===== src/rtl/dsmul_pkg.sv =====
`timescale 1ns/1ps
package dsmul_pkg;
  // Operand width, lane width and derived sizes of one slice
  localparam int OP_W      = 18;
  localparam int LANE_W    = 9;
  localparam int NUM_LANES = OP_W / LANE_W;
  localparam int PROD_W    = 2 * OP_W;
  localparam int LANE_PW   = 2 * LANE_W;

  // Operand bundle after the optional input registers
  typedef struct packed {
    logic [OP_W-1:0] a;
    logic [OP_W-1:0] b;
    logic            sa;
    logic            sb;
  } dsmul_ops_t;
endpackage


===== src/rtl/dsmul_pipe_reg.sv =====
`timescale 1ns/1ps
// One register stage that a parameter either keeps or removes
module dsmul_pipe_reg #(
  parameter int W  = 1,
  parameter bit EN = 1'b1
) (
  input  logic         clk,
  input  logic         aclr,
  input  logic         ce,
  input  logic [W-1:0] d,
  output logic [W-1:0] q
);
  generate
    if (EN) begin : g_reg
      logic [W-1:0] r;
      always_ff @(posedge clk or posedge aclr) begin
        if (aclr)    r <= '0;
        else if (ce) r <= d;
      end
      assign q = r;
    end else begin : g_thru
      logic unused_ctl;
      assign unused_ctl = ^{clk, aclr, ce};
      assign q = d;
    end
  endgenerate
endmodule


===== src/rtl/dsmul_core.sv =====
`timescale 1ns/1ps
// Combinational multiplier array: one wide product or several lane products
module dsmul_core
  import dsmul_pkg::*;
#(
  parameter bit SPLIT = 1'b0
) (
  input  dsmul_ops_t        ops,
  output logic [PROD_W-1:0] p
);
  generate
    if (!SPLIT) begin : g_full
      // extend each operand to full product width, then multiply
      logic [PROD_W-1:0] xa, xb;
      assign xa = {{(PROD_W-OP_W){ops.sa & ops.a[OP_W-1]}}, ops.a};
      assign xb = {{(PROD_W-OP_W){ops.sb & ops.b[OP_W-1]}}, ops.b};
      assign p  = xa * xb;
    end else begin : g_split
      // independent lanes sharing the two sign flags
      for (genvar k = 0; k < NUM_LANES; k++) begin : g_lane
        logic [LANE_W-1:0]  la, lb;
        logic [LANE_PW-1:0] xa, xb;
        assign la = ops.a[k*LANE_W +: LANE_W];
        assign lb = ops.b[k*LANE_W +: LANE_W];
        assign xa = {{(LANE_PW-LANE_W){ops.sa & la[LANE_W-1]}}, la};
        assign xb = {{(LANE_PW-LANE_W){ops.sb & lb[LANE_W-1]}}, lb};
        assign p[k*LANE_PW +: LANE_PW] = xa * xb;
      end
    end
  endgenerate
endmodule


===== src/rtl/dsmul_slice.sv =====
`timescale 1ns/1ps
module dsmul_slice
  import dsmul_pkg::*;
#(
  parameter bit SPLIT   = 1'b0,
  parameter bit REG_A   = 1'b1,
  parameter bit REG_B   = 1'b1,
  parameter bit REG_SA  = 1'b1,
  parameter bit REG_SB  = 1'b1,
  parameter bit REG_OUT = 1'b1
) (
  input  logic              clk,
  input  logic              aclr,
  input  logic              ce,
  input  logic [OP_W-1:0]   a_i,
  input  logic [OP_W-1:0]   b_i,
  input  logic              sign_a_i,
  input  logic              sign_b_i,
  output logic [PROD_W-1:0] p_o
);
  // Result register sections: one per lane in split mode, one otherwise
  localparam int N_SECT = SPLIT ? NUM_LANES : 1;
  localparam int SECT_W = PROD_W / N_SECT;

  logic [OP_W-1:0]   a_eff, b_eff;
  logic              sa_eff, sb_eff;
  logic [PROD_W-1:0] prod;
  dsmul_ops_t        ops;

  // each input path has its own register-or-bypass choice
  dsmul_pipe_reg #(.W(OP_W), .EN(REG_A)) u_reg_a (
    .clk(clk), .aclr(aclr), .ce(ce), .d(a_i), .q(a_eff));
  dsmul_pipe_reg #(.W(OP_W), .EN(REG_B)) u_reg_b (
    .clk(clk), .aclr(aclr), .ce(ce), .d(b_i), .q(b_eff));
  dsmul_pipe_reg #(.W(1), .EN(REG_SA)) u_reg_sa (
    .clk(clk), .aclr(aclr), .ce(ce), .d(sign_a_i), .q(sa_eff));
  dsmul_pipe_reg #(.W(1), .EN(REG_SB)) u_reg_sb (
    .clk(clk), .aclr(aclr), .ce(ce), .d(sign_b_i), .q(sb_eff));

  assign ops = '{a: a_eff, b: b_eff, sa: sa_eff, sb: sb_eff};

  dsmul_core #(.SPLIT(SPLIT)) u_core (.ops(ops), .p(prod));

  generate
    for (genvar s = 0; s < N_SECT; s++) begin : g_osect
      dsmul_pipe_reg #(.W(SECT_W), .EN(REG_OUT)) u_reg_p (
        .clk(clk), .aclr(aclr), .ce(ce),
        .d(prod[s*SECT_W +: SECT_W]), .q(p_o[s*SECT_W +: SECT_W]));
    end
  endgenerate
endmodule


===== config.mk =====
export PLATFORM = sky130hd
export DESIGN_NAME = dsmul_slice
export DESIGN_NICKNAME = d
export VERILOG_FILES = /design/src/rtl/dsmul_pkg.sv /design/src/rtl/dsmul_pipe_reg.sv /design/src/rtl/dsmul_core.sv /design/src/rtl/dsmul_slice.sv
export SDC_FILE = /design/constraint.sdc
export NUM_CORES = 1
export LEC_CHECK = 0
export ABC_AREA = 1
export BUFFER_PORTS_ARGS = -buffer_cell sky130_fd_sc_hd__buf_4
export CAP_MARGIN = 5
export CORE_ASPECT_RATIO = 2
export CORE_UTILIZATION = 65
export DETAILED_ROUTE_END_ITERATION = 12
export PLACE_DENSITY = 0.87
export RECOVER_POWER = 50
export SLEW_MARGIN = 25
export SYNTH_ARGS = -nofsm -noshare
export SYNTH_HDL_FRONTEND = slang
export SYNTH_SLANG_ARGS = --single-unit

===== constraint.sdc =====
create_clock -name clk -period 8.4 [get_ports clk]
set_input_delay 1.68 -clock clk [delete_from_list [all_inputs] [get_ports clk]]
set_output_delay 1.68 -clock clk [all_outputs]
set_load 0.01 [all_outputs]

==> summary.md <==
| Metric | Value |
|---|---|
| Status | `finished with violations` |
| Failing checks | `capacitance limit, slew limit` |
| Vias post-DR | `14,300` |
| Initial antenna violation count | `2` |
| Core Area | `0.0252 mm²` |
| Max-slew violation count | `121` |
| Dpl hpwl | `40.2 mm` |
| Multi-input logic area | `0.0123 mm²` |
| Ys async rst share | `1.00` |
| Pin count of the biggest net entering global routing | `75` |
| Post-route design area | `0.0179 mm²` |
| CTS Root Cell | `clkbuf_16` |
| H-tree levels | `3` |
| CTS clock-pin slew for the worst setup and hold paths | `0.07 ns` |
| Min Tclk post-route | `7.06 ns` |
| CP arrival | `7.32 ns` |
| Port Buffer Count | `76` |
| Worst hold slack | `0.477 ns` |
| Worst Setup End Kind | `register` |
| Post_cts resized | `0` |
| Cts hold-fix bufs | `0` |
| Post-Synthesis Cell Area | `0.0168 mm²` |
| # clock sinks | `74` |
| Cell taking the most area after synthesis | `fa_1` |
| Synth top area cells | `fa_1, nand2_1, inv_1` |
| DRC violations left | `0` |
| Buffer count from post-CTS setup fixing | `0` |
| Synth-to-Final Area Change | `6.41%` |
| Tcrit/Tclk final | `0.840` |
| Total Routing Usage GR | `0.417` |
| Die height | `229 µm` |
| Most common cell after layout, fill and taps aside | `nand2_1` |
| Later-pin clock latency in the skew report | `0.39 ns` |
| Min-delay worst type | `reg -> reg` |
| Max Cap Viol | `2` |
| CP required | `8.66 ns` |
| Worst-margin pin slew | `4.61 ns` |
| CTS buffer count | `9` |
| Vias per inst | `5.72` |
| CP max FO | `23` |
| Vias in the first global route | `16,000` |
| Syn Area/Cell | `7.83 µm²` |
| Instance count of the mapped netlist | `2,147` |
| Final hold violation count | `0` |
| Warnings, synthesis | `0` |
| Post-synth EDFFs | `0` |
| Sequential share of the synthesized area | `0.110` |
| Starting DRT DRC Count | `1,219` |
| Setup Skew | `0.0194 ns` |
| Grt total ovfl | `0` |
| Syn Nets | `2,651` |
| Final GP Congestion | `1.00` |
| DIE AREA | `0.0265 mm²` |
| Ys flop type | `dfrtp_1` |
| Initial Util | `0.666` |
| Setup TNS | `0 ns` |
| RSZ-0062 raised after global routing | `no` |
| Avg WL per Cell | `19.9 µm` |
| Register area | `0.00185 mm²` |
| Fmax | `142 MHz` |
| Chip width | `116 µm` |
| Synthesized flop and latch total | `74` |
| Crit start category | `register` |
| First-pass GRT wire length | `80.7 mm` |
| Critical path type | `reg -> reg` |
| Nets | `2,667` |
| CTS tree | `done` |
| Longest Clk Path Bufs | `2` |
| Worst slew margin | `-2.07` |
| Row count | `82` |
| Ports | `77` |
| Most frequent cells in the layout | `nand2_1, inv_1, fa_1` |
| Post-synth top area share | `0.423` |
| Fillers | `2,021` |
| Placed inst area | `0.0176 mm²` |
| Finish-stage setup viols | `0` |
| Share of cells above drive strength 1 | `0.0627` |
| 1st-pass router iterations | `5` |
| Post-DRT Antenna Nets | `0` |
| Unique masters post-synth | `35` |
| Final wirelength | `49.8 mm` |
==> registers in the layout (all words and copies together) (netlist names) <==
signal             cells
u_reg_sa.q             1
u_reg_a.q             18
u_reg_b.q             18
g_osect.u_reg_p.q     36
u_reg_sb.q             1
==> final cells by class <==
class | count | share of cell area
flip-flops and latches | 74 | 0.104
diodes | 2 | 0.000280
clock buffers | 9 | 0.0126
multi-input cells | 1364 | 0.687
repair buffers | 95 | 0.0388
inverters | 619 | 0.130
well taps | 336 | 0.0235
clock inverters | 7 | 0.00469
==> metal layers <==
metal  vias to the layer above  track usage  routed length (µm)
li1                       6101            -                   -
met1                      6974        0.413               14300
met2                       885        0.696               25700
met3                       385       0.0886                3480
met4                         0        0.413                6320
met5                         -            0                   0
==> cells by family after synthesis <==
| group | share of synthesized area |
|---|---|
| and+or+nand+nor | 0.189 |
| buffers and inverters | 0.159 |
| adders and majority gates | 0.503 |
| AOI/OAI and AO/OA | 0.0319 |
| DFF | 0.110 |
| xor gates and xnor gates | 0.00677 |
==> synthesized netlist by cell type (2+ instances only) <==
library cell,instances
clkbuf_1,76
a21oi_1,28
o21ai_1,5
dfrtp_1,74
or2_2,2
o21ai_0,34
fa_1,355
o21ai_2,2
nor3_1,8
a21oi_2,5
nand4_1,16
buf_2,3
or2_1,3
o21bai_1,6
nand3_1,55
nor2_4,2
nor2_1,73
nand2_2,10
nor2_2,3
a21o_1,3
xor2_1,6
a31oi_1,7
ha_1,108
buf_1,8
nand2_1,620
inv_1,617
buf_4,3
xnor2_1,7
inv_2,2
==> worst paths after layout <==
check | start | end | slack, ns | cells after the start
worst min register to register | u_reg_sb.q | u_reg_sb.q | 0.48 | 2
max in group asynchronous | aclr | u_reg_b.q[4] | 2.63 | 3
worst min-delay path | u_reg_sb.q | u_reg_sb.q | 0.48 | 2
min in group asynchronous | aclr | g_osect[0].u_reg_p.q[32] | 3.12 | 3
worst max register to register | u_reg_a.q[17] | g_osect[0].u_reg_p.q[31] | 1.34 | 23
worst max-delay path | u_reg_a.q[17] | g_osect[0].u_reg_p.q[31] | 1.34 | 23
==> worst max-delay path: stages (launching register included) <==
cell	delay, ns
dfrtp_1	0.33
buf_4	0.29
nand2_1	0.36
inv_1	0.27
nand2_1	0.14
fa_1	0.67
fa_1	0.89
inv_1	0.16
fa_1	0.51
fa_1	0.55
fa_1	0.50
inv_1	0.05
fa_1	0.49
inv_1	0.04
ha_1	0.26
ha_1	0.36
nand2_1	0.12
nor2_1	0.23
nand2_1	0.10
or2_1	0.25
nand3_1	0.09
nand2_1	0.05
nand3_1	0.12
nand2_1	0.08
==> per-stage QoR <==
stage / setup WS [ns] / util / instances
global route: 1.06 / 0.709 / 2506
global placement: 1.60 / 0.697 / 2488
CTS: 1.43 / 0.709 / 2504
floorplan: 2.44 / - / 2147
detailed placement: 1.48 / 0.697 / 2488
finish: 1.34 / 0.709 / 2506
Power is not shown: default switching activity piles up to over one toggle a cycle in this logic, so the estimate is an artifact.
